`config.mk`:
```
export PLATFORM = sky130hd
export DESIGN_NAME = smb_ack_target
export DESIGN_NICKNAME = d
export VERILOG_FILES = /design/src/rtl/smb_tgt_pkg.sv /design/src/rtl/smb_line_sync.sv /design/src/rtl/smb_bit_shift.sv /design/src/rtl/smb_ack_target.sv
export SDC_FILE = /design/constraint.sdc
export NUM_CORES = 1
export LEC_CHECK = 0
export ABC_AREA = 1
export BUFFER_PORTS_ARGS = -buffer_cell sky130_fd_sc_hd__buf_2
export CORE_ASPECT_RATIO = 1.4
export CORE_MARGIN = 5
export CORE_UTILIZATION = 60
export CTS_CLUSTER_SIZE = 16
export DETAILED_ROUTE_END_ITERATION = 10
export GPL_TIMING_DRIVEN = 0
export PLACE_DENSITY = 0.84
export SLEW_MARGIN = 20
export SYNTH_ARGS = -nofsm -noshare
export SYNTH_HDL_FRONTEND = slang
export SYNTH_SLANG_ARGS = --single-unit
```
`constraint.sdc`:
```
create_clock -name clk -period 4.4 [get_ports clk]
set_input_delay 0.44 -clock clk [delete_from_list [all_inputs] [get_ports clk]]
set_output_delay 0.44 -clock clk [all_outputs]
set_load 0.02 [all_outputs]
```
`src/rtl/smb_tgt_pkg.sv`:
```
package smb_tgt_pkg;

    localparam int BYTE_W = 8;
    localparam int ADDR_W = BYTE_W - 1;
    localparam int CNT_W  = 4;

    typedef enum logic [2:0] {
        ST_IDLE,
        ST_ADDR,
        ST_ADDR_ACK,
        ST_DATA,
        ST_DATA_ACK,
        ST_DATA_NACK,
        ST_IGNORE
    } tgt_state_e;

endpackage

```
`src/rtl/smb_line_sync.sv`:
```
module smb_line_sync #(
    parameter int STAGES = 2
) (
    input  logic clk,
    input  logic rst_n,
    input  logic scl_i,
    input  logic sda_i,
    output logic scl_s,
    output logic sda_s,
    output logic scl_rise,
    output logic scl_fall,
    output logic start_det,
    output logic stop_det
);

    localparam int LAST = STAGES - 1;

    logic [LAST:0] scl_q;
    logic [LAST:0] sda_q;
    logic          scl_d;
    logic          sda_d;

    // Bus idles high, so every stage resets to one.
    generate
        for (genvar g = 0; g < STAGES; g++) begin : g_stage
            always_ff @(posedge clk or negedge rst_n) begin
                if (!rst_n) begin
                    scl_q[g] <= 1'b1;
                    sda_q[g] <= 1'b1;
                end else if (g == 0) begin
                    scl_q[g] <= scl_i;
                    sda_q[g] <= sda_i;
                end else begin
                    scl_q[g] <= scl_q[(g == 0) ? 0 : g - 1];
                    sda_q[g] <= sda_q[(g == 0) ? 0 : g - 1];
                end
            end
        end
    endgenerate

    always_ff @(posedge clk or negedge rst_n) begin
        if (!rst_n) begin
            scl_d <= 1'b1;
            sda_d <= 1'b1;
        end else begin
            scl_d <= scl_q[LAST];
            sda_d <= sda_q[LAST];
        end
    end

    assign scl_s     = scl_q[LAST];
    assign sda_s     = sda_q[LAST];
    assign scl_rise  = scl_s & ~scl_d;
    assign scl_fall  = ~scl_s & scl_d;
    assign start_det = scl_s & scl_d & sda_d & ~sda_s;
    assign stop_det  = scl_s & scl_d & ~sda_d & sda_s;

endmodule

```
`src/rtl/smb_bit_shift.sv`:
```
module smb_bit_shift
    import smb_tgt_pkg::*;
(
    input  logic              clk,
    input  logic              rst_n,
    input  logic              clr,
    input  logic              shift,
    input  logic              bit_i,
    output logic [BYTE_W-1:0] data_o,
    output logic [CNT_W-1:0]  cnt_o
);

    localparam logic [CNT_W-1:0] CNT_MAX = '1;

    always_ff @(posedge clk or negedge rst_n) begin
        if (!rst_n) begin
            data_o <= '0;
            cnt_o  <= '0;
        end else if (clr) begin
            cnt_o  <= '0;
        end else if (shift) begin
            data_o <= {data_o[BYTE_W-2:0], bit_i};
            if (cnt_o != CNT_MAX) begin
                cnt_o <= cnt_o + 1'b1;
            end
        end
    end

endmodule

```
`src/rtl/smb_ack_target.sv`:
```
module smb_ack_target
    import smb_tgt_pkg::*;
#(
    parameter int SYNC_STAGES = 2,
    parameter int IDX_W       = 4
) (
    input  logic              clk,
    input  logic              rst_n,
    input  logic              scl_i,
    input  logic              sda_i,
    input  logic [6:0]        own_addr_i,
    input  logic              byte_ok_i,
    output logic              sda_low_o,
    output logic [7:0]        rx_data_o,
    output logic              rx_valid_o,
    output logic [IDX_W-1:0]  rx_index_o,
    output logic              addr_hit_o,
    output logic              rw_o,
    output logic              start_o,
    output logic              stop_o
);

    localparam logic [CNT_W-1:0] CNT_BYTE = CNT_W'(BYTE_W);
    localparam logic [CNT_W-1:0] CNT_ACK  = CNT_W'(BYTE_W + 1);
    localparam logic [CNT_W-1:0] CNT_LAST = CNT_W'(BYTE_W - 1);
    localparam logic [IDX_W-1:0] IDX_MAX  = '1;

    logic              scl_s;
    logic              sda_s;
    logic              scl_rise;
    logic              scl_fall;
    logic              start_det;
    logic              stop_det;
    logic [BYTE_W-1:0] shift_q;
    logic [CNT_W-1:0]  bit_cnt;
    logic              clr_bits;
    logic              byte_end;
    logic              ack_end;
    logic              addr_match;
    logic              rw_q;
    logic [IDX_W-1:0]  idx_q;

    tgt_state_e state;
    tgt_state_e state_nxt;

    smb_line_sync #(
        .STAGES (SYNC_STAGES)
    ) u_sync (
        .clk       (clk),
        .rst_n     (rst_n),
        .scl_i     (scl_i),
        .sda_i     (sda_i),
        .scl_s     (scl_s),
        .sda_s     (sda_s),
        .scl_rise  (scl_rise),
        .scl_fall  (scl_fall),
        .start_det (start_det),
        .stop_det  (stop_det)
    );

    // Every 9-clock frame restarts its bit count at the fall ending the 9th bit.
    assign clr_bits   = start_det | (scl_fall & (bit_cnt == CNT_ACK));
    assign byte_end   = scl_fall & (bit_cnt == CNT_BYTE);
    assign ack_end    = scl_fall & (bit_cnt == CNT_ACK);
    assign addr_match = (shift_q[BYTE_W-1:1] == own_addr_i);

    smb_bit_shift u_shift (
        .clk    (clk),
        .rst_n  (rst_n),
        .clr    (clr_bits),
        .shift  (scl_rise),
        .bit_i  (sda_s),
        .data_o (shift_q),
        .cnt_o  (bit_cnt)
    );

    // State register
    always_ff @(posedge clk or negedge rst_n) begin
        if (!rst_n) begin
            state <= ST_IDLE;
        end else begin
            state <= state_nxt;
        end
    end

    // Next-state decision; bus conditions override every state.
    always_comb begin
        state_nxt = state;
        if (start_det) begin
            state_nxt = ST_ADDR;
        end else if (stop_det) begin
            state_nxt = ST_IDLE;
        end else begin
            unique case (state)
                ST_IDLE: begin
                    state_nxt = ST_IDLE;
                end
                ST_ADDR: begin
                    if (byte_end) begin
                        state_nxt = addr_match ? ST_ADDR_ACK : ST_IDLE;
                    end
                end
                ST_ADDR_ACK: begin
                    if (ack_end) begin
                        state_nxt = rw_q ? ST_IGNORE : ST_DATA;
                    end
                end
                ST_DATA: begin
                    if (byte_end) begin
                        state_nxt = byte_ok_i ? ST_DATA_ACK : ST_DATA_NACK;
                    end
                end
                ST_DATA_ACK: begin
                    if (ack_end) begin
                        state_nxt = ST_DATA;
                    end
                end
                ST_DATA_NACK: begin
                    if (ack_end) begin
                        state_nxt = ST_IGNORE;
                    end
                end
                ST_IGNORE: begin
                    state_nxt = ST_IGNORE;
                end
                default: begin
                    state_nxt = ST_IDLE;
                end
            endcase
        end
    end

    // Line drive follows the state alone.
    always_comb begin
        sda_low_o = (state == ST_ADDR_ACK) || (state == ST_DATA_ACK);
    end

    // Direction, byte position and strobes
    always_ff @(posedge clk or negedge rst_n) begin
        if (!rst_n) begin
            rw_q       <= 1'b0;
            idx_q      <= '0;
            rx_valid_o <= 1'b0;
            rx_data_o  <= '0;
            rx_index_o <= '0;
            addr_hit_o <= 1'b0;
            start_o    <= 1'b0;
            stop_o     <= 1'b0;
        end else begin
            start_o    <= start_det;
            stop_o     <= stop_det;
            addr_hit_o <= (state == ST_ADDR) && byte_end && addr_match && !start_det && !stop_det;
            rx_valid_o <= (state == ST_DATA) && scl_rise && (bit_cnt == CNT_LAST);
            if ((state == ST_DATA) && scl_rise && (bit_cnt == CNT_LAST)) begin
                rx_data_o  <= {shift_q[BYTE_W-2:0], sda_s};
                rx_index_o <= idx_q;
            end
            if ((state == ST_ADDR) && byte_end) begin
                rw_q <= shift_q[0];
            end
            if (state == ST_ADDR) begin
                idx_q <= '0;
            end else if ((state == ST_DATA_ACK) && ack_end && (idx_q != IDX_MAX)) begin
                idx_q <= idx_q + 1'b1;
            end
        end
    end

    assign rw_o = rw_q;

endmodule

```
; After elaboration in Yosys (flattened, before gate mapping)
; Cells that the tools add are included.
[op_classes]
n_eq_ne = 17
reduce_logical = 17
n_addsub = 2
muxes = 16
n_bitwise = 15
[ops]
columns = cell, n
row1 = "4-bit != test, second input constant", 7
row2 = 3-bit 2-to-1 mux, 8
row3 = 4-bit 2-to-1 mux, 5
row4 = 3-bit one-hot mux with 6 select lines, 1
row5 = 1-bit bitwise AND, 9
row6 = "3-bit == test, second input constant", 3
row7 = "4-bit by 1-bit adder with 4-bit output, second input constant", 2
row8 = "4-bit == test, second input constant", 2
row9 = 1-bit logical AND, 8
row10 = 7-bit == test, 1
row11 = "3-bit by 2-bit == test with 1-bit output, second input constant", 2
row12 = 2-bit nonzero test, 3
row13 = 1-bit NOT, 5
row14 = 5-bit AND reduction, 1
row15 = "4-bit by 3-bit == test with 1-bit output, second input constant", 1
row16 = 2-bit AND reduction, 2
row17 = "3-bit by 1-bit == test with 1-bit output, second input constant", 1
row18 = 1-bit zero test, 2
row19 = 2-bit 2-to-1 mux, 1
row20 = 1-bit logical OR, 1
row21 = 1-bit 2-to-1 mux, 1
row22 = 1-bit OR, 1
[word_totals]
in_bits = 12
word_cells = 84
ff_bits = 42

; Depth between registers and ports, before layout
; Gate-level depths: netlist of the first run.
[depth]
word_depth = 7
depth_mapped = 9
mapped_depth_nobuf = 9

; Hierarchy
; Synthesis of the first run repeated with hierarchy kept, for this count alone.
[hier_totals]
cells_unflattened = 236
hier_area_um2 = 2021.9
[by_module_without_submodules]
columns = mod, seq_area_each_um2, area_each_um2, instances, cells_each
row1 = smb_ack_target, 600.6, 1280.0, 1, 158
row2 = smb_bit_shift, 300.3, 543.0, 1, 61
row3 = smb_line_sync, 157.7, 198.9, 1, 17

; Worst setup path before layout of the first run
; No wires, ideal clock.
[synth_path]
kind = register to register
startpoint = reg u_sync.scl_q[1] (netlist: u_sync.scl_s)
endpoint = reg rx_data_o[3]
setup_ns = 0.118
setup_slack_ns = 3.013
t_arrival_ns = 1.269
stages_incl_launch_ff = 9
period_less_slack_ns = 1.387
n_path_buf = 1
cell_sequence = dfstp_2 inv_2 nor2_4 nand4_2 nor2_2 inv_2 buf_6 nand2_1 o21ai_2
[synth_via]
elab_chain_len = 3
[synth_rtl]
columns = element, line_no
row1 = "start, declared", smb_line_sync.sv:18  ; logic [LAST:0] scl_q;
row2 = "start signal, assigned by index", smb_line_sync.sv:31  ; scl_q[g] <= scl_i;
row3 = "start signal, assigned by index", smb_line_sync.sv:34  ; scl_q[g] <= scl_q[(g == 0) ? 0 : g - 1];
row4 = 1-bit bitwise AND, smb_line_sync.sv:53  ; assign scl_rise = scl_s & ~scl_d;
row5 = 1-bit logical AND (2 in a row), smb_ack_target.sv:154  ; if ((state == ST_DATA) && scl_rise && (bit_cnt == CNT_LAST)) begin
row6 = "end signal, assigned", smb_ack_target.sv:155  ; rx_data_o <= {shift_q[BYTE_W-2:0], sda_s};
row7 = "end, declared", smb_ack_target.sv:14  ; output logic [7:0] rx_data_o,
; Every way passes these cells.
; A chain may end at the register's enable or synchronous reset.

; Worst setup path after layout of the first run
[layout_path]
startpoint = reg state[1]
endpoint = out sda_low_o
[layout_via]
elab_chain_len = 2
[layout_rtl]
columns = element, line_no
row1 = "start, declared", smb_ack_target.sv:43  ; tgt_state_e state;
row2 = "start signal, assigned", smb_ack_target.sv:82  ; state <= state_nxt;
row3 = 3-bit by 2-bit == test with 1-bit output or 3-bit == test (tied branches), smb_ack_target.sv:135  ; sda_low_o = (state == ST_ADDR_ACK) || (state == ST_DATA_ACK);
row4 = 1-bit logical OR (*), smb_ack_target.sv:135
row5 = "end, declared", smb_ack_target.sv:13  ; output logic sda_low_o,
; Mark *: on every way between the ends. The rest lies on a longest branch, timed or not.

==> results of run 1 <==
routing by layer:
metal,track usage,up-vias,part of all wire
met5,0,-,0
met4,0.1021,0,0.031
met3,0.04370,12,0.044
met2,0.3167,31,0.50
met1,0.2183,715,0.42
li1,-,748,-
area by class of cell:
type                    count  share of cell area
plain buffers               3             0.01170
inverters                  32             0.05348
clock buffers               6             0.03231
clock inverters             2             0.01671
well taps                  39             0.02173
multi-input cells         137              0.3281
repair buffers             29             0.06462
flip-flops and latches     42              0.4713
logic make-up after synthesis:
logic type      Yosys count
compound gates           38
xor+xnor                  6
fa+ha+maj                 4
buf+inv                  35
flops                    42
simple gates             89
state kept, by name, indices dropped and copies added, names as in the netlist, 3 cells and up:
register / flops
rx_data_o: 8
u_shift.data_o: 8
idx_q: 4
rx_index_o: 4
u_shift.cnt_o: 4
state: 3
final timing paths:
check	from	endpoint	slack (ps)	cells past startpoint
min	sda_i	u_sync.sda_q[0]$_DFF_PN1_	240	1
min reg2reg	u_sync.scl_q[0]$_DFF_PN1_	u_sync.scl_s$_DFF_PN1_	360	0
max reg2reg	u_sync.scl_d$_DFF_PN1_	idx_q[2]$_DFFE_PN0P_	2820	7
max in group asynchronous	rst_n	idx_q[2]$_DFFE_PN0P_	3580	1
max	state[1]$_DFFE_PN0P_	sda_low_o	2680	5
min in group asynchronous	rst_n	rx_data_o[5]$_DFFE_PN0P_	250	1
stage by stage:
stage,setup WS (ps),hold WS [ps],std cells,utilization
6_report,2677,240.1,290,0.7192
5_1_grt,2565,226.8,290,0.7192
4_1_cts,2680,229.3,290,0.7192
3_5_place_dp,2829,347.3,282,0.6839
3_3_place_gp,2872,346.3,282,0.6839
2_1_floorplan,3013,144.4,214,-
worst register-to-register path: stages, from the launching register on:
cell and delay (ps):
dfstp_2 560, inv_1 50, nor2_2 140, nand3_2 160
nor3_2 250, nand2_1 120, o21ai_1 130, a21oi_1 50
synthesized netlist by cell type:
library cell and instances:
dfstp_2 6, nor2_1 15, a21oi_1 4, or2_2 1, o21ai_0 17, a31oi_1 1, nand4_1 1, nand3_1 8
o2111ai_1 1, nor2_2 2, nor3_1 1, nand4_2 1, dfrtp_1 36, o21ai_1 4, o211ai_1 2, inv_2 2
xnor2_1 4, clkbuf_1 1, nor3b_1 1, xor2_1 2, inv_1 30, nor2_4 1, nand3_2 1, buf_6 2
o21ai_2 9, ha_1 4, nor3_2 3, nand2_1 54
layout by cell type (no fill, tap or decap):
cell,n
a21oi_1,4
a31oi_1,1
buf_2,29
buf_6,2
bufinv_16,1
clkbuf_1,2
clkbuf_8,5
clkinvlp_4,1
dfrtp_1,36
dfstp_2,6
ha_1,4
inv_1,30
inv_2,2
nand2_1,54
nand3_1,8
nand3_2,1
nand4_1,1
nand4_2,1
nor2_1,15
nor2_2,2
nor2_4,1
nor3_1,1
nor3_2,3
nor3b_1,1
o2111ai_1,1
o211ai_1,2
o21ai_0,17
o21ai_1,4
o21ai_2,9
or2_2,1
xnor2_1,4
xor2_1,2
power by group through the flow:
stage               Clock, mW  Combinational, mW  Sequential [mW]
finish                  0.297              0.306            0.502
global route            0.323              0.347            0.510
CTS                     0.303              0.308            0.500
detailed placement          0              0.298            0.507
global placement            0              0.288            0.505
floorplan                   0              0.207            0.512
==> metrics.csv, run 1 <==
metric,value,unit
status,finished clean,
cts_tree,yes,
cp_data_arrival_time,1280,ps
synth_xor_area_frac,0.02706,
postCtsHoldBufs,0,
max_stage_delay,410,ps
clk_latency,290,ps
io_pins,30,
htreeDepth,2,
p_comb_frac,0.277,
fillers,251,
hpwl,2746,microns
hold_violations,0,
ir_drop,0.0003504,V
drive_gt1_frac,0.2550,
netlist_area,1942,sq um
cp_data_required_time,3960,ps
power_frac_clock,0.269,
synth_cells,214,
fin_tns_setup,0,ps
grt_pass1_wl,6486,microns
drc_errors,0,
ys_top_cells_by_area,"dfrtp_1 46%, nand2_1 10%, dfstp_2 8.1%, inv_1 5.8%, o21ai_0 4.4%",
grt_pass1_vias,1526,
period_minus_slack,1723,ps
crit_slowest_cell,dfrtp_1,
syn_area_per_cell,9.074,sq um
synthSimpleGateAreaFrac,0.2062,
worst-path-buf-inv,2,
synthMuxAreaShare,0,
grt_max_degree,43,
multi_input_area,737.0,sq um
yosysTopAreaCell,dfrtp_1,
power.total,1.105,mW
finalWirelength,3805,microns
post-route-period-util,0.3915,
syn_nets,230,
critPathTopFamily,flip-flops,
synth_top_family_by_area,simple AND/OR/NAND/NOR gates,
final_nets,266,
pwr_density_cell,492.1,nW/um^2
slew_viol_final,0,
holdCritPathClass,in2reg,
rows,24,
io_buffer_count,29,
firstDrtPassIters,4,
critPathMostFrequentCell,nand2_1,
drt_iter0_markers,73,
cts_buffers,5,
post_cts_buffers,0,
routabilityCongestion,0.7831,
synthAdderAreaFrac,0.02577,
internal_power,722.2,uW
p_sw_frac,0.3465,
area_growth_syn_to_layout,15.66,%
worstMarginPinSlew,881.1,ps
initial_core_util,0.6218,
ys_seq_area_frac,0.5451,
max-cap-violations,0,
clockBufferDepth,2,
antenna_found_initial,0,
rsz0062_at_grt,false,
num_vias,1506,
die-area,4490,sq um
p_seq_frac,0.454,
n_antenna_cell,0,
power_leakage,1.134,nW
cts.clk_slew.worst_paths,80,ps
dpl_cell_area,2136,sq um
criticalPathCategory,reg2out,
register_area,1059,sq um
die_y,77.31,microns
synth_cell_types,28,
critPathCaptureType,primary output,
synth_compound_area_frac,0.1205,
track_usage,0.1889,
synth.ff_latch_count,42,
ys_warn_count,0,
wire_per_inst,13.12,microns
skew,6.071,ps
via_per_inst,5.193,
max-slew-margin-rel,0.4126,
synth_top_area_share,0.4639,
die_x,58.08,microns
fin_area,2246,sq um
cts_resized,0,
grt.overflow.total,0,
fmax,580.5,MHz
root_buffer,clkbuf_8,
start_kind,flop,
ant_nets,0,
cp_max_fo,5,
coreArea,3123,sq um
setup_viol,0,
clock_sinks,42,
net-switching-power,383.0,uW
path_cells,inv_1 -> nor2_1 -> nand2_1 -> nand2_1 -> buf_2,
Power figures use the tool's default switching activity.
==> run 2, diff against run 1 <==
- CORE_UTILIZATION: 60 -> 50
- PLACE_DENSITY: 0.84 -> 0.74
- clock period: 4.4 -> 1.4 ns (I/O delays scaled with it)
==> metrics.csv, run 2 (synthesized netlist as in run 1, its figures left out) <==
metric,value,unit
path_cells,inv_2 -> nor2_4 -> buf_4 -> buf_6 -> buf_6 -> inv_4 -> nor2_1 -> o21ai_1 -> nor2_2,
max-cap-violations,0,
worstMarginPinSlew,910.5,ps
clockBufferDepth,2,
use_met1,0.1932,
gr-usage-met3,0.03639,
clk_latency,300,ps
wire_per_inst,15.16,microns
htreeDepth,2,
p_comb_frac,0.353,
final_nets,292,
fmax,651.5,MHz
finalWirelength,4837,microns
setup_viol,22,
hpwl,2778,microns
ir_drop,0.001165,V
skew,12.86,ps
via_per_inst,5.226,
critPathCaptureType,flop,
cp_data_arrival_time,1770,ps
holdWs,-30.31,ps
rows,26,
dpl_cell_area,2140,sq um
initial_core_util,0.5236,
critPathTopFamily,flip-flops,
setup_slack,-135.0,ps
final_common_cell,nand2_1,
root_buffer,clkbuf_8,
slew_viol_final,0,
ant_nets,0,
fin_area,2755,sq um
p_sw_frac,0.3726,
start_kind,flop,
pwr_density_cell,1446,nW/um^2
post-route-period-util,1.096,
cts_buffers,5,
grt_pass1_vias,1705,
io_buffer_count,29,
n_antenna_cell,0,
crit_slowest_cell,dfstp_2,
die_x,62.67,microns
net-switching-power,1.484,mW
track_usage,0.1750,
utilization,0.7429,
grt_pass1_wl,7548,microns
critPathMostFrequentCell,buf_6,
status,"finished, violations left",
firstDrtPassIters,4,
violations,"negative hold slack, negative setup slack",
internal_power,2.500,mW
period_minus_slack,1535,ps
cts_tree,yes,
die_y,83.74,microns
grt-busiest-layer,met2,
cp_data_required_time,1630,ps
reg.largest.list,"rx_data_o (8), u_shift.data_o (8)",
drive_gt1_frac,0.4910,
grt.overflow.total,0,
antenna_found_initial,0,
hold_violations,36,
drt_iter0_markers,47,
cts.clk_slew.worst_paths,80,ps
max_stage_delay,570,ps
grt_max_degree,43,
power_frac_clock,0.238,
grt_util_met2,0.3226,
max-slew-margin-rel,0.3930,
final_cell_mix,"35 x nand2_1, 34 x dfrtp_1, 28 x buf_2",
criticalPathCategory,reg2reg,
fin_tns_setup,-1198,ps
io_pins,30,
die-area,5248,sq um
fillers,263,
holdCritPathClass,in2async,
worst-path-buf-inv,5,
drc_errors,0,
p_seq_frac,0.409,
rsz0062_at_grt,true,
routabilityCongestion,0.7930,
area_growth_syn_to_layout,41.88,%
cp_max_fo,5,
num_vias,1667,
clock_sinks,42,
power_leakage,1.320,nW
coreArea,3709,sq um
-- run 2: final cells by class --
class | instances | area, sq um | share of cell area
Inverter | 32 | 125.1 | 0.04541
Clock buffer | 6 | 72.57 | 0.02634
Timing Repair Buffer | 55 | 424.2 | 0.1540
Multi-Input combinational cell | 137 | 944.7 | 0.3429
Sequential cell | 42 | 1061 | 0.3851
Clock inverter | 2 | 37.54 | 0.01362
Tap cell | 42 | 52.55 | 0.01907
Buffer | 3 | 37.54 | 0.01362
-- run 2: worst paths after layout --
path                                           start                      endpoint  slack [ps]  cells past startpoint
max                           u_sync.scl_s$_DFF_PN1_  u_shift.cnt_o[2]$_DFFE_PN0P_        -140                      9
min                                            rst_n      rx_data_o[3]$_DFFE_PN0P_         -30                      1
max reg2reg                   u_sync.scl_s$_DFF_PN1_  u_shift.cnt_o[2]$_DFFE_PN0P_        -140                      9
min reg2reg                u_sync.sda_q[0]$_DFF_PN1_        u_sync.sda_s$_DFF_PN1_         360                      0
max in group asynchronous                      rst_n          state[1]$_DFFE_PN0P_         800                      1
min in group clk                           byte_ok_i          state[0]$_DFFE_PN0P_         220                      4
-- run 2: stage by stage --
stage               hold WS, ps  setup slack, ps  total power, mW  cells
global placement          246.4           -137.6            2.499    285
CTS                       7.442           -74.10            3.668    316
global route              39.95           -197.6            4.205    319
floorplan                -155.6            13.39            2.260    214
detailed placement        246.2           -161.3            2.527    285
finish                   -30.31           -135.0            3.984    319
-- run 2: power by group through the flow --
stage	Clock, mW	Combinational, mW	Sequential [mW]
after global routing	1.01	1.53	1.66
final	0.947	1.41	1.63
after global placement	0	0.916	1.58
after CTS	0.957	1.13	1.58
after floorplan	0	0.650	1.61
after detailed placement	0	0.939	1.59
-- run 2: repair_timing --
item,4_1_cts,5_1_grt
buffers inserted,19,3
hold endpoints to repair,2,0
gates resized for setup,42,59
gates cloned,2,0
pin swaps,12,17
hold buffers,2,0
endpoints found under the setup margin,23,34
-- run 2: per-layer routing --
metal	vias up	wire, microns
met5	-	0
met4	0	158
li1	808	-
met3	14	224
met1	799	1855
met2	46	2598
==> run 3, diff against run 2 <==
- CORE_UTILIZATION: 50 -> 60
- PLACE_DENSITY: 0.74 -> 0.84
- SKIP_LAST_GASP: default -> 1
- clock period: 1.4 -> 1.95 ns (I/O delays scaled with it)
==> metrics.csv, run 3 (synthesized netlist as in run 1, its figures left out) <==
metric,value,unit
status,finished clean,
clock_sinks,42,
cp_max_fo,4,
grt_pass1_vias,1554,
cts_tree,yes,
num_vias,1511,
post-route-period-util,0.8106,
cts_buffers,5,
start_kind,flop,
finalWirelength,3822,microns
area_growth_syn_to_layout,16.69,%
firstDrtPassIters,4,
holdWs,9.078,ps
ir_drop,0.0007932,V
cp_data_required_time,2130,ps
worstMarginPinSlew,878.2,ps
cp.depth,7,
htreeDepth,2,
cts.clk_slew.worst_paths,80,ps
post_cts_buffers,0,
max-cap-violations,0,
clk_latency,290,ps
multi_input_area,737.0,sq um
critPathTopFamily,simple AND/OR/NAND/NOR gates,
max-slew-margin-rel,0.4145,
cp_data_arrival_time,1760,ps
rows,24,
grt_max_degree,43,
holdCritPathClass,in2async,
wire_per_inst,13.09,microns
routabilityCongestion,0.7831,
drt_iter0_markers,88,
grt_pass1_wl,6541,microns
path_cells,inv_1 -> nor2_2 -> nand3_2 -> nor3_2 -> nand2_1 -> o21ai_1 -> a21oi_1,
root_buffer,clkbuf_8,
reg.largest.list,"rx_data_o (8), u_shift.data_o (8)",
ant_nets,0,
die_x,58.08,microns
final_cell_mix,"54 x nand2_1, 36 x dfrtp_1, 30 x inv_1",
io_buffer_count,29,
fin_cells,292,
io_pins,30,
final_nets,268,
via_per_inst,5.175,
skew,6.427,ps
hold_violations,0,
initial_core_util,0.6218,
crit_slowest_cell,dfstp_2,
criticalPathCategory,reg2reg,
drc_errors,0,
n_antenna_cell,0,
rsz0062_at_grt,false,
die-area,4490,sq um
final_common_cell,nand2_1,
drive_gt1_frac,0.2530,
die_y,77.31,microns
power_leakage,1.143,nW
fin_tns_setup,0,ps
grt.overflow.total,0,
pwr_density_cell,1103,nW/um^2
coreArea,3123,sq um
period_minus_slack,1581,ps
fmax,632.6,MHz
power.total,2.500,mW
critPathCaptureType,flop,
slew_viol_final,0,
hpwl,2746,microns
antenna_found_initial,0,
track_usage,0.1903,
placed_cells,282,
rr_worst_depth,7,
max_stage_delay,570,ps
fillers,249,
setup_viol,0,
clockBufferDepth,2,
register_area,1059,sq um
worst-path-buf-inv,1,
[run 3: worst reg2reg max path: stages, from the launching register on]
cell     delay (ps)
dfstp_2         570
inv_1            50
nor2_2          140
nand3_2         160
nor3_2          250
nand2_1         120
o21ai_1         130
a21oi_1          50
[run 3: routing by layer]
metal	routed length [microns]	GRT usage	vias to the layer above
li1	-	-	751
met1	1609	0.2172	717
met2	1948	0.3201	33
met3	152	0.04538	10
met4	111	0.1044	0
met5	0	0	-
[run 3: power by group]
part	internal [mW]	leakage, nW	switching [mW]
sequential	1.01	0.546	0.122
combinational	0.241	0.545	0.454
clock	0.382	0.0514	0.293
[run 3: repair_timing]
item	CTS	global route
hold buffers	2	0
hold endpoints to repair	2	0
gates resized for setup	0	0
[run 3: cell type report]
class,count,share of cell area
plain buffers,3,0.01160
clock buffers,6,0.03203
clock inverters,2,0.01657
inverters,32,0.05301
multi-input cells,137,0.3252
flip-flops and latches,42,0.4671
well taps,39,0.02154
repair buffers,31,0.07289
[run 3: final timing paths]
kind | to | start | slack, ps
max in group asynchronous | u_shift.cnt_o[0]$_DFFE_PN0P_ | rst_n | 1380
worst min register to register | u_sync.scl_s$_DFF_PN1_ | u_sync.scl_q[0]$_DFF_PN1_ | 360
worst min-delay path | rx_data_o[5]$_DFFE_PN0P_ | rst_n | 9
worst max register to register | idx_q[2]$_DFFE_PN0P_ | u_sync.scl_d$_DFF_PN1_ | 370
min in group clk | state[0]$_DFFE_PN0P_ | byte_ok_i | 270
worst max-delay path | idx_q[2]$_DFFE_PN0P_ | u_sync.scl_d$_DFF_PN1_ | 370
[run 3: stage by stage]
| step | setup slack [ps] | area (sq um) | util |
|---|---|---|---|
| floorplan | 563.4 | 1942 | - |
| global placement | 422.2 | 2136 | 0.6839 |
| global route | 237.0 | 2266 | 0.7256 |
| finish | 369.3 | 2266 | 0.7256 |
| CTS | 358.2 | 2266 | 0.7256 |
| detailed placement | 378.6 | 2136 | 0.6839 |
